<file path="src/rtl/sv32_walk_pkg.sv">
package sv32_walk_pkg;
   typedef enum logic [1:0] {
      ACC_FETCH = 2'd0,
      ACC_LOAD  = 2'd1,
      ACC_STORE = 2'd2
   } acc_e;

   localparam logic [1:0] PRIV_U = 2'd0;
   localparam logic [1:0] PRIV_S = 2'd1;
   localparam logic [1:0] PRIV_M = 2'd3;

   localparam int BIT_V   = 0;
   localparam int BIT_R   = 1;
   localparam int BIT_W   = 2;
   localparam int BIT_X   = 3;
   localparam int BIT_U   = 4;
   localparam int BIT_A   = 6;
   localparam int BIT_D   = 7;
   localparam int PPN_LSB = 10;

   typedef enum logic [2:0] {
      ST_IDLE,
      ST_REQ,
      ST_WAIT,
      ST_WB,
      ST_FIN
   } walk_state_e;
endpackage

</file>
<file path="src/rtl/sv32_walk_addr.sv">
module sv32_walk_addr #(
   parameter int OFF_W  = 12,
   parameter int IDX_W  = 10,
   parameter int LEVELS = 2,
   parameter int PPN_W  = 22,
   parameter int PTE_W  = 32,
   parameter int PA_W   = PPN_W + OFF_W,
   parameter int VPN_W  = LEVELS * IDX_W,
   parameter int LVL_W  = (LEVELS > 1) ? $clog2(LEVELS) : 1
) (
   input  logic [VPN_W-1:0] vpn,
   input  logic [LVL_W-1:0] lvl,
   input  logic [PPN_W-1:0] base_ppn,
   input  logic [PPN_W-1:0] leaf_ppn,
   output logic [PA_W-1:0]  pte_addr,
   output logic [PPN_W-1:0] leaf_ppn_merged
);
   localparam int PTE_BYTES = PTE_W / 8;
   localparam int SZ_SHIFT  = $clog2(PTE_BYTES);

   logic [IDX_W-1:0] idx_arr [LEVELS];
   logic [PPN_W-1:0] mrg_arr [LEVELS];

   for (genvar l = 0; l < LEVELS; l++) begin : g_level
      localparam logic [PPN_W-1:0] LOW_MASK = (PPN_W'(1) << (l * IDX_W)) - PPN_W'(1);
      assign idx_arr[l] = vpn[l*IDX_W +: IDX_W];
      assign mrg_arr[l] = leaf_ppn | (PPN_W'(vpn) & LOW_MASK);
   end

   assign pte_addr        = {base_ppn, OFF_W'(0)} + (PA_W'(idx_arr[lvl]) << SZ_SHIFT);
   assign leaf_ppn_merged = mrg_arr[lvl];
endmodule

</file>
<file path="src/rtl/sv32_pte_judge.sv">
module sv32_pte_judge
   import sv32_walk_pkg::*;
#(
   parameter int PTE_W = 32
) (
   input  logic [PTE_W-1:0] pte,
   input  acc_e             kind,
   input  logic             eff_sup,
   input  logic             user_ok,
   input  logic             exec_rd,
   input  logic             last_lvl,
   output logic             is_ptr,
   output logic             bad,
   output logic             need_wb,
   output logic [PTE_W-1:0] new_pte,
   output logic             pr,
   output logic             pw,
   output logic             px
);
   logic v, r, w, x, u, d, is_store;
   logic user_bad, shape_bad, acc_bad;

   assign v        = pte[BIT_V];
   assign r        = pte[BIT_R];
   assign w        = pte[BIT_W];
   assign x        = pte[BIT_X];
   assign u        = pte[BIT_U];
   assign d        = pte[BIT_D];
   assign is_store = (kind == ACC_STORE);

   assign is_ptr    = v && !r && !w && !x;
   assign user_bad  = u ? (eff_sup && !user_ok) : !eff_sup;
   assign shape_bad = !v || (w && !r);

   always_comb begin
      unique case (kind)
         ACC_FETCH: acc_bad = !x;
         ACC_STORE: acc_bad = !(r && w);
         default:   acc_bad = !(r || (exec_rd && x));
      endcase
   end

   assign bad     = is_ptr ? last_lvl : (user_bad || shape_bad || acc_bad);
   assign new_pte = pte | (PTE_W'(1) << BIT_A) | (is_store ? (PTE_W'(1) << BIT_D) : '0);
   assign need_wb = (new_pte != pte);
   assign pr      = r;
   assign px      = x;
   assign pw      = w && (is_store || d);
endmodule

</file>
<file path="src/rtl/sv32_walker.sv">
module sv32_walker
   import sv32_walk_pkg::*;
#(
   parameter int VA_W   = 32,
   parameter int OFF_W  = 12,
   parameter int IDX_W  = 10,
   parameter int LEVELS = 2,
   parameter int PPN_W  = 22,
   parameter int PTE_W  = 32,
   parameter int PA_W   = 34
) (
   input  logic             clk,
   input  logic             rst_n,
   input  logic             req_valid,
   input  logic [VA_W-1:0]  req_vaddr,
   input  logic [1:0]       req_kind,
   input  logic [1:0]       req_priv,
   input  logic             data_priv_override,
   input  logic [1:0]       data_priv,
   input  logic             user_access_ok,
   input  logic             exec_readable,
   input  logic             xlate_en,
   input  logic [PPN_W-1:0] root_ppn,
   output logic             mem_rd_req,
   output logic [PA_W-1:0]  mem_addr,
   input  logic             mem_rd_valid,
   input  logic [PTE_W-1:0] mem_rd_data,
   output logic             mem_wr_req,
   output logic [PTE_W-1:0] mem_wr_data,
   output logic             done,
   output logic             fault,
   output logic [PA_W-1:0]  paddr,
   output logic             perm_r,
   output logic             perm_w,
   output logic             perm_x
);
   localparam int VPN_W = VA_W - OFF_W;
   localparam int LVL_W = (LEVELS > 1) ? $clog2(LEVELS) : 1;
   localparam logic [LVL_W-1:0] TOP_LVL = LVL_W'(LEVELS - 1);

   if (VA_W != OFF_W + LEVELS * IDX_W) begin : g_chk_va
      $error("virtual width must equal offset plus all index fields");
   end
   if (PA_W != PPN_W + OFF_W) begin : g_chk_pa
      $error("physical width must equal page number plus offset");
   end
   if (PTE_W != PPN_W + PPN_LSB) begin : g_chk_pte
      $error("entry width must hold the page number above the flag bits");
   end
   if (LEVELS < 2 || PA_W < VA_W) begin : g_chk_lvl
      $error("walker needs two or more levels and a physical space no narrower than virtual");
   end

   walk_state_e      state_q;
   logic [VA_W-1:0]  va_q;
   acc_e             kind_q;
   logic             sup_q, uok_q, xrd_q;
   logic [LVL_W-1:0] lvl_q;
   logic [PPN_W-1:0] base_q;
   logic [PTE_W-1:0] wb_q;
   logic             fault_q, r_q, w_q, x_q;
   logic [PA_W-1:0]  pa_q;

   logic [1:0]       eff_mode;
   logic             pass_thru;
   logic [PA_W-1:0]  ent_addr;
   logic [PPN_W-1:0] merged_ppn;
   logic             jd_ptr, jd_bad, jd_wb, jd_r, jd_w, jd_x;
   logic [PTE_W-1:0] jd_new;

   assign eff_mode  = (req_priv == PRIV_M && req_kind != ACC_FETCH && data_priv_override)
                      ? data_priv : req_priv;
   assign pass_thru = !xlate_en || (eff_mode == PRIV_M);

   sv32_walk_addr #(
      .OFF_W (OFF_W),
      .IDX_W (IDX_W),
      .LEVELS(LEVELS),
      .PPN_W (PPN_W),
      .PTE_W (PTE_W),
      .PA_W  (PA_W),
      .VPN_W (VPN_W),
      .LVL_W (LVL_W)
   ) u_addr (
      .vpn            (va_q[VA_W-1:OFF_W]),
      .lvl            (lvl_q),
      .base_ppn       (base_q),
      .leaf_ppn       (mem_rd_data[PTE_W-1:PPN_LSB]),
      .pte_addr       (ent_addr),
      .leaf_ppn_merged(merged_ppn)
   );

   sv32_pte_judge #(
      .PTE_W(PTE_W)
   ) u_judge (
      .pte     (mem_rd_data),
      .kind    (kind_q),
      .eff_sup (sup_q),
      .user_ok (uok_q),
      .exec_rd (xrd_q),
      .last_lvl(lvl_q == '0),
      .is_ptr  (jd_ptr),
      .bad     (jd_bad),
      .need_wb (jd_wb),
      .new_pte (jd_new),
      .pr      (jd_r),
      .pw      (jd_w),
      .px      (jd_x)
   );

   always_ff @(posedge clk) begin
      if (!rst_n) begin
         state_q <= ST_IDLE;
         va_q    <= '0;
         kind_q  <= ACC_FETCH;
         sup_q   <= 1'b0;
         uok_q   <= 1'b0;
         xrd_q   <= 1'b0;
         lvl_q   <= '0;
         base_q  <= '0;
         wb_q    <= '0;
         fault_q <= 1'b0;
         pa_q    <= '0;
         r_q     <= 1'b0;
         w_q     <= 1'b0;
         x_q     <= 1'b0;
      end else begin
         unique case (state_q)
            ST_IDLE: begin
               if (req_valid) begin
                  va_q   <= req_vaddr;
                  kind_q <= acc_e'(req_kind);
                  sup_q  <= (eff_mode == PRIV_S);
                  uok_q  <= user_access_ok;
                  xrd_q  <= exec_readable;
                  lvl_q  <= TOP_LVL;
                  base_q <= root_ppn;
                  if (pass_thru) begin
                     fault_q <= 1'b0;
                     pa_q    <= PA_W'(req_vaddr);
                     r_q     <= 1'b1;
                     w_q     <= 1'b1;
                     x_q     <= 1'b1;
                     state_q <= ST_FIN;
                  end else begin
                     state_q <= ST_REQ;
                  end
               end
            end
            ST_REQ: state_q <= ST_WAIT;
            ST_WAIT: begin
               if (mem_rd_valid) begin
                  if (jd_bad) begin
                     fault_q <= 1'b1;
                     pa_q    <= '0;
                     r_q     <= 1'b0;
                     w_q     <= 1'b0;
                     x_q     <= 1'b0;
                     state_q <= ST_FIN;
                  end else if (jd_ptr) begin
                     base_q  <= mem_rd_data[PTE_W-1:PPN_LSB];
                     lvl_q   <= lvl_q - LVL_W'(1);
                     state_q <= ST_REQ;
                  end else begin
                     fault_q <= 1'b0;
                     pa_q    <= {merged_ppn, va_q[OFF_W-1:0]};
                     r_q     <= jd_r;
                     w_q     <= jd_w;
                     x_q     <= jd_x;
                     wb_q    <= jd_new;
                     state_q <= jd_wb ? ST_WB : ST_FIN;
                  end
               end
            end
            ST_WB:   state_q <= ST_FIN;
            default: state_q <= ST_IDLE;
         endcase
      end
   end

   assign mem_rd_req  = (state_q == ST_REQ);
   assign mem_wr_req  = (state_q == ST_WB);
   assign mem_addr    = ent_addr;
   assign mem_wr_data = wb_q;
   assign done        = (state_q == ST_FIN);
   assign fault       = fault_q;
   assign paddr       = pa_q;
   assign perm_r      = r_q;
   assign perm_w      = w_q;
   assign perm_x      = x_q;
endmodule

</file>
<file path="config.mk">
export PLATFORM = sky130hd
export DESIGN_NAME = sv32_walker
export DESIGN_NICKNAME = d
export VERILOG_FILES = /design/src/rtl/sv32_walk_pkg.sv /design/src/rtl/sv32_walk_addr.sv /design/src/rtl/sv32_pte_judge.sv /design/src/rtl/sv32_walker.sv
export SDC_FILE = /design/constraint.sdc
export NUM_CORES = 1
export LEC_CHECK = 0
export ABC_CLOCK_PERIOD_IN_PS = 3400
export BUFFER_PORTS_ARGS = -buffer_cell sky130_fd_sc_hd__buf_2
export CORE_MARGIN = 2
export CORE_UTILIZATION = 40
export DETAILED_ROUTE_END_ITERATION = 16
export PLACE_DENSITY = 0.67
export SYNTH_ARGS = -nofsm -noshare
export SYNTH_HDL_FRONTEND = slang
export SYNTH_SLANG_ARGS = --single-unit
</file>
<file path="constraint.sdc">
create_clock -name clk -period 3.4 [get_ports clk]
set_input_delay 0 -clock clk [delete_from_list [all_inputs] [get_ports clk]]
set_output_delay 0 -clock clk [all_outputs]
set_load 0.005 [all_outputs]
</file>
**Yosys cells after proc, flatten, opt, wreduce, memory -nomap -nowiden**

Cells that the tools add are included.

- Register bits after elaboration: 133
- Input port bits: 100
- Output and inout bits: 107
- Logic and storage cells: 126

- Add/subtract/negate cells: 2
- $lt $le $gt $ge: 1
- Equality and inequality tests: 15
- Mux-type cells: 54
- Bitwise gates (word level): 6
- Reduce and logical (&&, ||, !) cells: 34

Operators with widths:

| operator | count |
|---|---|
| 2-to-1 mux 34 bit | 5 |
| 2-to-1 mux 22 bit | 7 |
| one-hot mux 34 bit (2 select lines) | 1 |
| one-hot mux 22 bit (2 select lines) | 1 |
| adder 34 x 12 -> 34 bit | 1 |
| inequality test 32 bit | 1 |
| bitwise OR 32 bit | 1 |
| 2-to-1 mux 10 bit | 3 |
| 2-to-1 mux 1 bit | 22 |
| bitwise OR 22 x 10 -> 22 bit | 1 |
| 2-to-1 mux 3 bit | 6 |
| one-hot mux 1 bit (2 select lines) | 6 |
| one-hot mux 3 bit (4 select lines) | 1 |
| logical AND 1 bit | 10 |
| AND reduction 5 bit | 2 |
| logical NOT 1 bit | 9 |
| 2-to-1 mux 8 bit | 1 |
| inequality test 2 bit (second input constant) | 4 |
| == test 2 bit (second input constant) | 3 |
| == test 3 x 2 -> 1 bit (second input constant) | 2 |
| logical OR 1 bit | 6 |
| AND reduction 2 bit | 2 |
| AND reduction 4 bit | 1 |
| nonzero test 2 bit | 2 |
| other kinds (12) | 14 |

**Depth between registers and ports, before layout**

Gate-level depths: netlist of the first run.

- Depth in word-level cells: 9
- Mapped depth: 8

**By module**

Synthesis of the first run repeated with hierarchy kept, for this count alone.

- Cell total of the unflattened synthesis: 749
- Area total of the unflattened synthesis: 6,294.8 um2

By module, submodules not included:

| module | times used | cells an instance | area each (um2) |
|---|---|---|---|
| sv32_walker | 1 | 641 | 5,417.7 |
| sv32_walk_addr | 1 | 59 | 515.5 |
| sv32_pte_judge | 1 | 49 | 361.6 |

**Least setup slack after synthesis of the first run**

No wires, ideal clock.

- Kind: register to register
- Start point: register kind_q[1]
- End point: register base_q[10]
- Arrival: 1,493 ps
- Data required time: 3,281 ps
- Slack: 1,788 ps
- Stages on the path, launching flop included: 8
- Path buffers: 2
- Period minus slack after synthesis: 1,612 ps
- Cell sequence: dfxtp_1 nor2b_2 a211oi_2 and3_1 buf_6 o311ai_4 buf_6 o221a_1

- Cells in the longest elaborated chain, start to end: 6
- Elaborated cells on any way between the ends: 7
- Those cells by class: 2 x eq/ne; 2 x mux; 3 x reduce/logical

RTL lines:

| item | line | text |
|---|---|---|
| start, declared | sv32_walker.sv:56 | `acc_e kind_q;` |
| start signal, assigned | sv32_walker.sv:132 | `kind_q <= acc_e'(req_kind);` |
| == test 2 bit / logical NOT 2 bit (equally long branches) | sv32_pte_judge.sv:36 | `unique case (kind)` |
| one-hot mux 1 bit (2 select lines) (*) | sv32_pte_judge.sv:36 |  |
| logical OR 1 bit (*) | sv32_pte_judge.sv:43 | `assign bad = is_ptr ? last_lvl : (user_bad \|\| shape_bad \|\| acc_bad);` |
| 2-to-1 mux 1 bit (*) | sv32_pte_judge.sv:43 |  |
| inequality test 2 bit (no source line) (*) | - |  |
| AND reduction 5 bit (no source line) (*) | - |  |
| end signal, assigned | sv32_walker.sv:137 | `base_q <= root_ppn;` |
| end signal, assigned | sv32_walker.sv:161 | `base_q <= mem_rd_data[PTE_W-1:PPN_LSB];` |
| end, declared | sv32_walker.sv:59 | `logic [PPN_W-1:0] base_q;` |

Mark *: on every way between the ends. The rest lies on a longest branch, timed or not.
A chain may end at the register's enable or synchronous reset.

**Final worst setup path of the first run**

- Start point: register state_q[1]
- End point: register sup_q

- Cells in the longest elaborated chain, start to end: 2

RTL lines:

| item | line | text |
|---|---|---|
| start, declared | sv32_walker.sv:54 | `walk_state_e state_q;` |
| start signal, assigned | sv32_walker.sv:171 | `state_q <= jd_wb ? ST_WB : ST_FIN;` |
| logical NOT 3 bit | sv32_walker.sv:128 | `unique case (state_q)` |
| AND reduction 2 bit (no source line) | - |  |
| end signal, assigned | sv32_walker.sv:133 | `sup_q <= (eff_mode == PRIV_S);` |
| end, declared | sv32_walker.sv:57 | `logic sup_q, uok_q, xrd_q;` |

Every way passes these cells.

==> flow_summary.yaml, run 1 <==
layout:
  final_common_cell: "buf_2"
  layout.cells.non_filler: 1126
  final_cell_mix: "buf_2 (204), dfxtp_1 (133), nand2_1 (120)"
  fin_nets: 1033
  syn2layout_area_growth_pct: 40.3
  antenna_cells: 0
  drive_gt1_frac: 0.280
detailed_routing:
  drt.antenna.violating_nets: 0
  route.detailed.drc: 0
  drt-initial-drc-count: 382
  wl_um: 19000
  firstDrtPassIters: 5
  via_per_inst: 5.38
  wl_per_cell_um: 16.8
  num_vias: 6063
timing:
  fin_tns_setup_ns: 0
  tightest_slew_ns: 1.02
  rsz0062_at_grt: "false"
  slew_headroom: 0.316
  drv_slew: 0
  fmax_ghz: 0.361
  fin_skew_ns: 0.0131
  timing.final.crit_share: 0.815
  finalHoldViolations: 0
  setup_viol: 0
  min_period_ns: 2.77
setup_path:
  reg2reg_depth: 7
  path_cells: "inv_1, buf_4, nand2_1, nor2_4, nand3_1, dlygate4sd3_1, a21oi_1"
  critPathBufInv: 3
  startpoint_type: "register"
  critPathKind: "reg2reg"
  worstPathArrival_ns: 3.11
  slowest_delay_ns: 0.72
  r2r_slack_ns: 0.63
  r2r-end: "sup_q"
  r2r-start: "state_q[1]"
  critPathRequiredTime_ns: 3.74
  crit_slowest_cell: "nor2_4"
  endpoint_kind: "register"
  critPathTopFamily: "buffers and inverters"
  worst-path-max-fanout: 38
  crit_cells: 7
synth:
  synth_top_area_cell: "dfxtp_1"
  synth_top_family_by_area: "compound AO/OA/AOI/OAI gates"
  syn_avg_cell_area_um2: 8.24
  synthCells: 696
  syn-cell-area_um2: 5740
  synth_seq_area_share: 0.464
  synth_top_area_frac: 0.464
  synthMuxAreaShare: 0.0214
  synth_area_leaders: "dfxtp_1 (46%), nand2_1 (7.9%), a21oi_1 (6.0%)"
  ys_seq_elements: 133
  yosysUniqueCellTypes: 45
  yosys.area_share.simple: 0.181
  synthXorXnorAreaFrac: 0
  synth_compound_area_frac: 0.272
  synth_warnings: 0
  yosys.area_share.adder: 0
die:
  start_util: 0.412
  std_cell_rows: 43
  die_h_um: 124
  ios: 207
  fp.coreArea_um2: 13900
  die_area_um2: 15300
  fp.dieW_um: 124
global_routing:
  grt.total_usage: 0.244
  antenna_found_initial: 0
  grt_pass1_wl_um: 28800
  grt-ovfl-total: 0
  grt_pass1_vias: 5469
  grt_max_degree: 65
clocking:
  clockBufferDepth: 2
  clock_latency_ns: 0.42
  cts_inserted_buffers: 17
  path_clk_slew_ns: 0.06
  cts_sinks: 133
  cts_setup_buffers: 0
  tritoncts: "built"
  cts-root-buf: "clkbuf_16"
  htree_num_levels: 4
  cts_resized: 0
  cts_hold_buf: 71
min_path:
  worstHoldStart: "root_ppn[1]"
  hold_path_class: "in2reg"
  min_to: "base_q[1]"
  hold_depth: 4
placed_design:
  post-dp-hpwl_um: 12500
  port_buffers: 204
  place_congestion: 0.838
  dp_cells: 1023
job:
  cap_viol_max_count: 0
pwr:
  p_leak_nw: 3.57
  ir_worst_vdd_mv: 0.414
  p_per_area_nw_per_um2: 522
status:
  outcome: "completed"
## registers in the layout (all words and copies together), names as in the netlist, 2 cells and up
name and count:
state_q 3, kind_q 2, va_q 32, mem_wr_data 32, paddr 34, base_q 22
## stage by stage
step,utilization,hold WS (ns),area [um^2],total power [mW],worst slack (ns)
global route,0.578,0.0294,8050,4.38,0.420
CTS,0.578,0.00135,8050,4.23,0.657
detailed placement,0.486,0.255,6770,2.39,1.05
finish,0.578,0.0178,8050,4.20,0.630
floorplan,-,0.136,5740,2.13,1.79
global placement,0.486,0.254,6770,2.38,1.07
## how the worst max path moves through the flow
stage | start | to | slack [ns]
after global routing | state_q[1] | sup_q | 0.42
after floorplan | kind_q[1] | base_q[10] | 1.79
final | state_q[1] | sup_q | 0.63
after detailed placement | lvl_q | paddr[15] | 1.05
after CTS | state_q[1] | sup_q | 0.66
after global placement | lvl_q | paddr[14] | 1.07
## report_power, final
| part | leakage, nW | internal, mW | switching [mW] |
|---|---|---|---|
| combinational | 2.20 | 0.307 | 0.361 |
| sequential | 1.09 | 1.68 | 0.0777 |
| clock | 0.279 | 1.11 | 0.670 |
## logic make-up (layout without fill, tap and decap cells)
| family | count (synthesis) | in the layout |
|---|---|---|
| muxes | 11 | 11 |
| AOI/OAI and AO/OA | 240 | 240 |
| buffers and inverters | 75 | 324 |
| other | 1 | 2 |
| DFF | 133 | 133 |
| and+or+nand+nor | 236 | 236 |
## synthesized netlist by cell type, drive strengths merged
cell / instances
clkinv: 1
a311oi: 1
o211ai: 1
o221a: 23
nand3: 63
a2bb2oi: 21
o311ai: 1
mux2i: 1
inv: 4
and2: 1
a21oi: 69
o22a: 1
nor2b: 1
nand2b: 4
dfxtp: 133
a211o: 2
or3: 1
and3: 3
nand2: 120
and3b: 1
a31o: 1
o21ai: 68
a31oi: 33
o31ai: 1
a211oi: 3
mux2: 10
nand4: 5
nor3: 4
a21o: 11
nand3b: 1
buf: 31
conb: 1
or2: 1
nor4b: 2
o21a: 4
clkbuf: 39
nor2: 29
## worst reg2reg max path: cells and delay by family (launching register included)
kind | cells | cell delay (ns)
buffers and inverters | 3 | 1.10
DFF | 1 | 0.42
and+or+nand+nor | 3 | 1.05
AOI/OAI and AO/OA | 1 | 0.13
## final cells by class
type / instances / area, um^2
sequential: 133 / 2660
clock inverter: 10 / 105
timing repair buffer: 287 / 1830
fill: 1302 / 5890
tap: 180 / 225
inverter: 5 / 18.8
multi-input combinational: 489 / 2740
clock buffer: 22 / 464
## layer usage
layer / share of wire / global-route usage / vias to the layer above / wire length (um)
met1: 0.43 / 0.314 / 2825 / 8150
met5: 0 / 0 / - / 0
met3: 0.090 / 0.0701 / 21 / 1700
met4: 0.014 / 0.0859 / 0 / 274
met2: 0.47 / 0.392 / 255 / 8830
li1: - / - / 2962 / -
Note: power is estimated with default switching activity, not from simulation.
==> run 2, diff against run 1 <==
--- a/config.mk
+++ b/config.mk
@@ -5,7 +5,7 @@
 export SDC_FILE = /design/constraint.sdc
 export NUM_CORES = 1
 export LEC_CHECK = 0
-export ABC_CLOCK_PERIOD_IN_PS = 3400
+export ABC_CLOCK_PERIOD_IN_PS = 2700
 export BUFFER_PORTS_ARGS = -buffer_cell sky130_fd_sc_hd__buf_2
 export CORE_MARGIN = 2
 export CORE_UTILIZATION = 40
==> constraint.sdc (replaced) <==
create_clock -name clk -period 2.7 [get_ports clk]
set_input_delay 0 -clock clk [delete_from_list [all_inputs] [get_ports clk]]
set_output_delay 0 -clock clk [all_outputs]
set_load 0.005 [all_outputs]
==> run 2 against run 1 <==
Against the previous run:
- worst hold slack got worse by 0.0040 ns
- first-iteration DRC count up 48%
- cell count up 0.62%
==> flow_summary.yaml, run 2 (same netlist as run 1, synthesis figures left out) <==
die:
  die_area_um2: 15300
  start_util: 0.412
  fp.coreArea_um2: 13900
  std_cell_rows: 43
  die_h_um: 124
  fp.dieW_um: 124
  ios: 207
detailed_routing:
  drt.antenna.violating_nets: 0
  wl_um: 20000
  route.detailed.drc: 0
  via_per_inst: 5.45
  firstDrtPassIters: 5
  num_vias: 6173
  drt-initial-drc-count: 565
  wl_per_cell_um: 17.7
clocking:
  cts_sinks: 133
  cts-root-buf: "clkbuf_16"
  tritoncts: "built"
  cts_inserted_buffers: 17
  htree_num_levels: 4
  clock_latency_ns: 0.41
  clockBufferDepth: 2
  path_clk_slew_ns: 0.06
timing:
  tightest_slew_ns: 0.960
  timing.final.crit_share: 0.938
  rsz0062_at_grt: "false"
  drv_slew: 0
  slew_headroom: 0.358
  fin_skew_ns: 0.00636
  finalHoldViolations: 0
  setup_viol: 0
  fin_tns_setup_ns: 0
  fmax_ghz: 0.395
  min_period_ns: 2.53
layout:
  syn2layout_area_growth_pct: 42.8
  largest_reg_flops: 34
  design_area_um2: 8190
  drive_gt1_frac: 0.285
  antenna_cells: 0
  final_cell_mix: "buf_2 (204), dfxtp_1 (133), nand2_1 (120)"
  final_common_cell: "buf_2"
  fin_nets: 1041
setup_path:
  critPathBufInv: 4
  crit_cells: 8
  crit_top_cell: "buf_4"
  r2r_slack_ns: 0.17
  r2r-start: "state_q[1]"
  worst-path-max-fanout: 38
  endpoint_kind: "register"
  critPathKind: "reg2reg"
  path_cells: "inv_1, buf_4, nand2_1, nor2_4, buf_4, nand3_1, dlygate4sd3_1, a21oi_1"
  r2r-end: "sup_q"
  crit_slowest_cell: "dlygate4sd3_1"
  worstPathArrival_ns: 2.87
  endpoint: "sup_q"
  critPathLaunch: "state_q[1]"
  startpoint_type: "register"
  reg2reg_depth: 8
  critPathRequiredTime_ns: 3.04
  critPathTopFamily: "buffers and inverters"
  slowest_delay_ns: 0.57
pwr:
  p_leak_nw: 3.64
  finalPower_mw: 5.54
  p_per_area_nw_per_um2: 676
  ir_worst_vdd_mv: 0.556
placed_design:
  port_buffers: 204
  place_congestion: 0.805
  post-dp-hpwl_um: 12700
  placed_area_um2: 6800
global_routing:
  grt_max_degree: 65
  grt-ovfl-total: 0
  grt_pass1_wl_um: 29800
  grt_pass1_vias: 5720
  grt.total_usage: 0.253
  antenna_found_initial: 0
min_path:
  hold_path_class: "in2reg"
job:
  cap_viol_max_count: 0
status:
  outcome: "completed"
[run 2: cell count changes in the layout (fill, tap and decap cells not counted)]
cell | before | now
clkbuf_1 | 3 | 2
clkinv_2 | 6 | 3
clkbuf_8 | 2 | 3
bufinv_16 | 2 | 4
a31o_4 | 0 | 1
a31o_2 | 1 | 0
dlygate4sd3_1 | 71 | 72
buf_4 | 11 | 17
clkbuf_16 | 17 | 18
[run 2: per-layer routing]
layer	routed length (um)	GRT usage	vias up
li1	-	-	2990
met1	8550	0.324	2900
met2	9520	0.413	256
met3	1640	0.0682	27
met4	338	0.0824	0
met5	0	0	-
[run 2: layout make-up]
type	instances	area, um^2
Tap cell	180	225
Multi-Input combinational cell	489	2750
Sequential cell	133	2660
Clock inverter	9	150
Timing Repair Buffer	295	1910
Fill cell	1258	5740
Clock buffer	22	474
Inverter	5	18.8
[run 2: stage by stage]
step | hold slack, ns | instances | utilization | setup WS [ns]
floorplan | 0.136 | 697 | - | 1.09
global placement | 0.248 | 1027 | 0.488 | 0.699
detailed placement | 0.248 | 1027 | 0.488 | 0.659
CTS | 0.00598 | 1130 | 0.584 | 0.0779
global route | 0.0322 | 1133 | 0.588 | 0.0105
finish | 0.0138 | 1133 | 0.588 | 0.167
[run 2: worst min-delay path, stage by stage]
cell and delay, ns:
buf_2 0.08, nor2_1 0.03, a2bb2oi_1 0.11, o221a_1 0.17
[run 2: what timing repair did]
item,CTS,global route
buffers inserted,0,2
hold buffers,72,0
endpoints found under the setup margin,0,1
gates resized for setup,0,1
endpoints found under the hold margin,105,0
[run 2: worst min-delay path by stage]
stage                     slack [ns]     startpoint         end  depth (start not counted)
final                           0.01   root_ppn[18]  base_q[18]                          4
after floorplan                 0.14  exec_readable       xrd_q                          2
after global placement          0.25  exec_readable       xrd_q                          3
after detailed placement        0.25  exec_readable       xrd_q                          3
after CTS                      0.006   root_ppn[18]  base_q[18]                          4
after global routing            0.03   root_ppn[18]  base_q[18]                          4
[run 2: where the power goes]
group          internal [mW]  switching [mW]  total, mW
logic                  0.405           0.485      0.890
clock network           1.61           0.840       2.45
registers               2.11          0.0888       2.20
